File: src/rtl/vtg_pkg.sv
package vtg_pkg;
  parameter int H_W  = 13;
  parameter int HS_W = 10;
  parameter int V_W  = 13;
  parameter int VB_W = 8;
  parameter int VS_W = 6;
  localparam int HC_W = H_W + 3;
  localparam int VC_W = V_W + 1;

  typedef struct packed {
    logic [H_W-1:0]  h_active;
    logic [H_W-1:0]  h_blank;
    logic [H_W-1:0]  h_off;
    logic [HS_W-1:0] h_wid;
    logic [V_W-1:0]  v_active;
    logic [VB_W-1:0] v_blank;
    logic [VB_W-1:0] v_off;
    logic [VS_W-1:0] v_wid;
    logic            hs_pol;
    logic            vs_pol;
    logic            de_pol;
    logic            ilace;
    logic            vb_odd;
    logic            pix_rep;
  } vtg_cfg_t;
endpackage

File: src/rtl/vtg_shadow.sv
module vtg_shadow
  import vtg_pkg::*;
(
  input  logic     clk_i,
  input  logic     rst_ni,
  input  logic     load_i,
  input  vtg_cfg_t cfg_i,
  output vtg_cfg_t cfg_o
);
  vtg_cfg_t cfg_q;

  always_ff @(posedge clk_i or negedge rst_ni) begin
    if (!rst_ni)     cfg_q <= '0;
    else if (load_i) cfg_q <= cfg_i;
  end

  assign cfg_o = cfg_q;

  assert_cfg_frame_sync_R11: assert property (@(posedge clk_i) disable iff (!rst_ni)
    !$stable(cfg_q) |-> $past(load_i));
endmodule

File: src/rtl/vtg_hcount.sv
module vtg_hcount
  import vtg_pkg::*;
(
  input  logic            clk_i,
  input  logic            rst_ni,
  input  logic            run_i,
  input  logic [H_W-1:0]  h_active_i,
  input  logic [H_W-1:0]  h_blank_i,
  input  logic [H_W-1:0]  h_off_i,
  input  logic [HS_W-1:0] h_wid_i,
  input  logic            rep_i,
  output logic [HC_W-1:0] pix_o,
  output logic            line_end_o,
  output logic            de_h_o,
  output logic            hs_raw_o,
  output logic            second_half_o
);
  logic [HC_W-1:0] pix_q, act_e, tot_e, hs_s, hs_e, half_e;

  // pixel repetition scales every horizontal quantity
  always_comb begin
    act_e  = HC_W'(h_active_i) << rep_i;
    tot_e  = act_e + (HC_W'(h_blank_i) << rep_i);
    hs_s   = act_e + (HC_W'(h_off_i) << rep_i);
    hs_e   = hs_s + (HC_W'(h_wid_i) << rep_i);
    half_e = tot_e >> 1;
  end

  assign line_end_o    = run_i && (pix_q == tot_e - 1'b1);
  assign de_h_o        = pix_q < act_e;
  assign hs_raw_o      = run_i && (pix_q >= hs_s) && (pix_q < hs_e);
  assign second_half_o = pix_q >= half_e;
  assign pix_o         = pix_q;

  always_ff @(posedge clk_i or negedge rst_ni) begin
    if (!rst_ni)                    pix_q <= '0;
    else if (!run_i || line_end_o)  pix_q <= '0;
    else                            pix_q <= pix_q + 1'b1;
  end

  assert_pix_in_line_R2: assert property (@(posedge clk_i) disable iff (!rst_ni)
    run_i |-> pix_q < tot_e);
  assert_pix_wrap_R2: assert property (@(posedge clk_i) disable iff (!rst_ni)
    line_end_o |=> pix_q == '0);
endmodule

File: src/rtl/vtg_vcount.sv
module vtg_vcount
  import vtg_pkg::*;
(
  input  logic            clk_i,
  input  logic            rst_ni,
  input  logic            run_i,
  input  logic            line_end_i,
  input  logic            second_half_i,
  input  logic [V_W-1:0]  v_active_i,
  input  logic [VB_W-1:0] v_blank_i,
  input  logic [VB_W-1:0] v_off_i,
  input  logic [VS_W-1:0] v_wid_i,
  input  logic            ilace_i,
  input  logic            vb_odd_i,
  output logic [VC_W-1:0] line_o,
  output logic            field_o,
  output logic            frame_end_o,
  output logic            de_v_o,
  output logic            vs_raw_o
);
  logic [VC_W-1:0] line_q, tot_e, vs_s, vs_e, prev_l;
  logic            field_q, field_end, in_cur, in_prev;

  always_comb begin
    tot_e  = VC_W'(v_active_i) + VC_W'(v_blank_i)
           + VC_W'(ilace_i && vb_odd_i && field_q);
    vs_s   = VC_W'(v_active_i) + VC_W'(v_off_i);
    vs_e   = vs_s + VC_W'(v_wid_i);
    prev_l = line_q - 1'b1;
  end

  assign field_end   = line_end_i && (line_q == tot_e - 1'b1);
  assign frame_end_o = field_end && (!ilace_i || field_q);
  assign in_cur      = (line_q >= vs_s) && (line_q < vs_e);
  assign in_prev     = (line_q != '0) && (prev_l >= vs_s) && (prev_l < vs_e);
  // field 1 vsync lags by half a line
  assign vs_raw_o    = run_i && ((ilace_i && field_q && !second_half_i) ? in_prev : in_cur);
  assign de_v_o      = line_q < VC_W'(v_active_i);
  assign line_o      = line_q;
  assign field_o     = field_q;

  always_ff @(posedge clk_i or negedge rst_ni) begin
    if (!rst_ni) begin
      line_q  <= '0;
      field_q <= 1'b0;
    end else if (!run_i) begin
      line_q  <= '0;
      field_q <= 1'b0;
    end else if (field_end) begin
      line_q  <= '0;
      field_q <= ilace_i && !field_q;
    end else if (line_end_i) begin
      line_q  <= line_q + 1'b1;
    end
  end

  assert_line_in_field_R2: assert property (@(posedge clk_i) disable iff (!rst_ni)
    run_i |-> line_q < tot_e);
  assert_field_at_boundary_R8: assert property (@(posedge clk_i) disable iff (!rst_ni)
    !$stable(field_q) |-> $past(field_end));
  assert_prog_field_zero_R8: assert property (@(posedge clk_i) disable iff (!rst_ni)
    (field_end && !ilace_i) |=> !field_q);
endmodule

File: src/rtl/video_timing_gen.sv
module video_timing_gen
  import vtg_pkg::*;
(
  input  logic            clk_i,
  input  logic            rst_ni,
  input  logic [H_W-1:0]  h_active_i,
  input  logic [H_W-1:0]  h_blank_i,
  input  logic [H_W-1:0]  h_off_i,
  input  logic [HS_W-1:0] h_wid_i,
  input  logic [V_W-1:0]  v_active_i,
  input  logic [VB_W-1:0] v_blank_i,
  input  logic [VB_W-1:0] v_off_i,
  input  logic [VS_W-1:0] v_wid_i,
  input  logic            hs_pol_i,
  input  logic            vs_pol_i,
  input  logic            de_pol_i,
  input  logic            ilace_i,
  input  logic            vb_odd_i,
  input  logic            pix_rep_i,
  output logic            hsync_o,
  output logic            vsync_o,
  output logic            de_o,
  output logic [HC_W-1:0] pix_cnt_o,
  output logic [VC_W-1:0] line_cnt_o,
  output logic            field_o
);
  vtg_cfg_t cfg_in, cfg;
  logic run_q, load, frame_end, line_end, second_half;
  logic de_h, de_v, hs_raw, vs_raw;

  always_comb begin
    cfg_in.h_active = h_active_i;
    cfg_in.h_blank  = h_blank_i;
    cfg_in.h_off    = h_off_i;
    cfg_in.h_wid    = h_wid_i;
    cfg_in.v_active = v_active_i;
    cfg_in.v_blank  = v_blank_i;
    cfg_in.v_off    = v_off_i;
    cfg_in.v_wid    = v_wid_i;
    cfg_in.hs_pol   = hs_pol_i;
    cfg_in.vs_pol   = vs_pol_i;
    cfg_in.de_pol   = de_pol_i;
    cfg_in.ilace    = ilace_i;
    cfg_in.vb_odd   = vb_odd_i;
    cfg_in.pix_rep  = pix_rep_i;
  end

  always_ff @(posedge clk_i or negedge rst_ni) begin
    if (!rst_ni) run_q <= 1'b0;
    else         run_q <= 1'b1;
  end

  assign load = !run_q || frame_end;

  vtg_shadow u_shadow (
    .clk_i  (clk_i),
    .rst_ni (rst_ni),
    .load_i (load),
    .cfg_i  (cfg_in),
    .cfg_o  (cfg)
  );

  vtg_hcount u_hcount (
    .clk_i         (clk_i),
    .rst_ni        (rst_ni),
    .run_i         (run_q),
    .h_active_i    (cfg.h_active),
    .h_blank_i     (cfg.h_blank),
    .h_off_i       (cfg.h_off),
    .h_wid_i       (cfg.h_wid),
    .rep_i         (cfg.pix_rep),
    .pix_o         (pix_cnt_o),
    .line_end_o    (line_end),
    .de_h_o        (de_h),
    .hs_raw_o      (hs_raw),
    .second_half_o (second_half)
  );

  vtg_vcount u_vcount (
    .clk_i         (clk_i),
    .rst_ni        (rst_ni),
    .run_i         (run_q),
    .line_end_i    (line_end),
    .second_half_i (second_half),
    .v_active_i    (cfg.v_active),
    .v_blank_i     (cfg.v_blank),
    .v_off_i       (cfg.v_off),
    .v_wid_i       (cfg.v_wid),
    .ilace_i       (cfg.ilace),
    .vb_odd_i      (cfg.vb_odd),
    .line_o        (line_cnt_o),
    .field_o       (field_o),
    .frame_end_o   (frame_end),
    .de_v_o        (de_v),
    .vs_raw_o      (vs_raw)
  );

  assign hsync_o = run_q && (hs_raw == cfg.hs_pol);
  assign vsync_o = run_q && (vs_raw == cfg.vs_pol);
  assign de_o    = run_q && ((de_h && de_v) == cfg.de_pol);

  assert_idle_outputs_low_R1: assert property (@(posedge clk_i) disable iff (!rst_ni)
    !run_q |-> (!hsync_o && !vsync_o && !de_o && pix_cnt_o == '0));
  assert_frame_start_origin_R11: assert property (@(posedge clk_i) disable iff (!rst_ni)
    frame_end |=> (pix_cnt_o == '0 && line_cnt_o == '0 && !field_o));
endmodule

File: config.mk
export PLATFORM = sky130hd
export DESIGN_NAME = video_timing_gen
export DESIGN_NICKNAME = d
export VERILOG_FILES = /design/src/rtl/vtg_pkg.sv /design/src/rtl/vtg_shadow.sv /design/src/rtl/vtg_hcount.sv /design/src/rtl/vtg_vcount.sv /design/src/rtl/video_timing_gen.sv
export SDC_FILE = /design/constraint.sdc
export NUM_CORES = 1
export LEC_CHECK = 0
export BUFFER_PORTS_ARGS = -buffer_cell sky130_fd_sc_hd__clkbuf_2
export CAP_MARGIN = 20
export CORE_MARGIN = 2
export CORE_UTILIZATION = 56
export CTS_CLUSTER_DIAMETER = 120
export DETAILED_ROUTE_END_ITERATION = 12
export PLACE_DENSITY = 0.79
export SLEW_MARGIN = 20
export SYNTH_ARGS = -nofsm -noshare
export SYNTH_HDL_FRONTEND = slang
export SYNTH_SLANG_ARGS = --single-unit
File: constraint.sdc
create_clock -name clk_i -period 5 [get_ports clk_i]
set_input_delay 0.25 -clock clk_i [delete_from_list [all_inputs] [get_ports clk_i]]
set_output_delay 0.25 -clock clk_i [all_outputs]
set_load 0.01 [all_outputs]
==> flow_summary.json <==
{
  "worst_pin_slew_ns": 0.850,
  "netlist_instances": 1388,
  "vdd_drop_max_v": 0.000279,
  "period_minus_slack_ns": 5.84,
  "dp_cells": 1927,
  "die_h_um": 155,
  "max_freq_ghz": 0.171,
  "grt_max_degree": 63,
  "via_per_inst": 6.75,
  "setup_viol": 108,
  "max_slew_margin_pct": 43.3,
  "hold_ws_ns": -0.0187,
  "finalHoldViolCount": 8,
  "drive_above_1_share_pct": 39.3,
  "root_buffer": "clkbuf_16",
  "grt_pass1_vias": 13400,
  "worst_slack_ns": -0.837,
  "clock_latency_ns": 0.45,
  "h-tree-depth": 4,
  "gr-total-overflow": 0,
  "drc": 0,
  "synthDistinctLibCells": 80,
  "critical_path_class": "flop to primary output",
  "netlist.area_leader.share_pct": 23.8,
  "grt_antenna_before_repair": 0,
  "ys_seq_elements": 122,
  "fin_util_pct": 78.9,
  "io_buffers": 125,
  "gp_congestion": 0.934,
  "dp_hpwl_mm": 27.2,
  "outcome": "finished with violations",
  "crit_arrival_ns": 5.59,
  "initial_core_util_pct": 56.8,
  "slew_viol_final": 0,
  "place_ws_ns": -0.322,
  "power_density_nw_per_um2": 395,
  "fin_skew_ns": 0.0120,
  "worst_ep_required_time_ns": 4.75,
  "die_x_um": 155,
  "area_growth_pct": 39.1,
  "met2WireLength_mm": 23.0,
  "violations": "hold timing, setup timing",
  "seq_area_frac_synth_pct": 23.8,
  "synth.most_common_cell": "ha_1",
  "boundaryPins": 126,
  "async_reset_ff_share_pct": 100,
  "synth_edf_count": 0,
  "grt.total_usage_pct": 36.4,
  "cts_sinks": 122,
  "p_leak_nw": 8.91,
  "cts_buffers": 17,
  "rows": 55,
  "clk_pin_slew_worst_paths_ns": 0.07,
  "grt_setup_unrepaired": "true",
  "wl_met3_mm": 4.71,
  "crit_path_end_kind": "primary output",
  "topRoutingLayerUsed": "met4",
  "yosys_warnings": 0,
  "critPathMaxFanout": 6,
  "core_area_sq_um": 22600,
  "drt_iter0_markers": 1480,
  "syn_area_sq_um": 12800,
  "stdcell_area_sq_um": 17800,
  "via_count": 13700,
  "cts_buffer_depth": 2,
  "num-nets-final": 2026,
  "min_path_type": "input port to async pin",
  "grt_pass1_wl_mm": 69.2,
  "setup-tns-final_ns": -59.61,
  "cts_tree": "built",
  "synth.area.top_cells": "dfrtp_1 24%, ha_1 20%, mux2_2 9.8%",
  "dieArea_sq_um": 24100,
  "fin_crit_sh_pct": 117,
  "instances_no_fill": 2025,
  "synth_fp_nets": 1688,
  "synthTopCellsByCount": "202 x ha_1, 122 x dfrtp_1, 117 x inv_1, 112 x mux2_2, 84 x nor2_1",
  "synth_top_cell_by_area": "dfrtp_1",
  "power.total_mw": 7.03,
  "wl_per_cell_um": 24.7,
  "start_kind": "flop",
  "placed_area_sq_um": 15000,
  "maxCapViolCount": 0,
  "ys.flop_type": "dfrtp_1",
  "ant_nets": 0,
  "synth_area_per_cell_sq_um": 9.23,
  "drt_wl_total_mm": 50.0,
  "hold_buffers": 0,
  "wl_met1_mm": 17.3,
  "drt_first_pass_iters": 7
}
==> logic make-up (layout without fill, tap and decap cells) <==
group,count (synthesis),in the layout,synth area share [%]
xor+xnor,110,110,8.01
flops,122,122,23.8
fa+ha+maj,211,211,20.9
compound gates,305,305,16.1
simple gates,337,337,13.8
mux,144,144,12.5
other cells,1,2,0.0293
buf+inv,158,509,4.81
==> power by group <==
group          switching (mW)  internal, mW
clock network           0.587         0.805
registers              0.0930          1.06
logic                    2.30          2.18
total                    2.98          4.05
==> metal layers <==
layer / track usage (%) / vias up
met3: 5.71 / 466
li1: - / 5713
met4: 25.4 / 0
met1: 41.2 / 6420
met5: 0 / -
met2: 62.9 / 1070
==> sequential cells by signal, summed over array words and instances (netlist names) <==
register and cells:
u_hcount.pix_o 16, u_vcount.field_o 1, u_vcount.line_o 14, run_q 1
u_shadow.cfg_o 90
==> worst max-delay path, cell delays in order, from the launching register on <==
cell	delay, ns
dfrtp_2	0.46
buf_4	0.16
mux2i_2	0.26
inv_1	0.17
ha_4	0.31
inv_1	0.05
o21bai_2	0.21
a2111oi_4	0.11
buf_4	0.15
or2_2	0.29
xnor2_1	0.14
ha_1	0.33
o21ai_1	0.08
a21o_1	0.17
o21a_1	0.20
o21bai_1	0.16
a21oi_2	0.09
buf_4	0.15
nor3_4	0.15
xnor2_1	0.11
ha_1	0.32
nand4_1	0.13
o211a_1	0.23
o211ai_1	0.10
buf_4	0.18
mux2i_1	0.26
buf_2	0.18
==> area by class of cell <==
| class | instances | area, sq um |
|---|---|---|
| diodes | 1 | 2.50 |
| fillers | 1196 | 4750 |
| clock inverters | 15 | 200 |
| multi-input cells | 1108 | 10500 |
| inverters | 118 | 443 |
| repair buffers | 359 | 2850 |
| flip-flops and latches | 122 | 3050 |
| well taps | 285 | 357 |
| clock buffers | 17 | 425 |
==> path summary, 6_finish.rpt <==
path / from / cells after the start / endpoint / slack (ns)
setup / recovery: u_shadow.cfg_o[0] / 26 / hsync_o / -0.84
hold / removal: rst_ni / 2 / u_shadow.cfg_o[43] / -0.02
setup reg to reg: u_shadow.cfg_o[0] / 20 / u_shadow.cfg_o[33] / -0.68
hold reg to reg: u_shadow.cfg_o[24] / 1 / u_shadow.cfg_o[24] / 0.53
max in group asynchronous: rst_ni / 2 / u_vcount.line_o[11] / 4.43
min in group clk_i: v_off_i[1] / 2 / u_shadow.cfg_o[13] / 0.03
==> repair_timing <==
action	CTS	global route
setup buffers	33	28
setup endpoints to repair	105	112
pin swaps	44	78
cloned	16	3
gates resized for setup	215	142
==> placed cells by master (no fill, tap or decap), types with 32 or more instances in the layout <==
cell      count
a21o_1       55
a21oi_1      55
buf_4       195
clkbuf_2    122
dfrtp_1     121
ha_1        181
inv_1       109
mux2_4       94
nand2_1      54
nor2_1       80
nor3_1       32
o21ai_0      33
xnor2_1      60
xor2_1       33
Power figures use the tool's default switching activity.
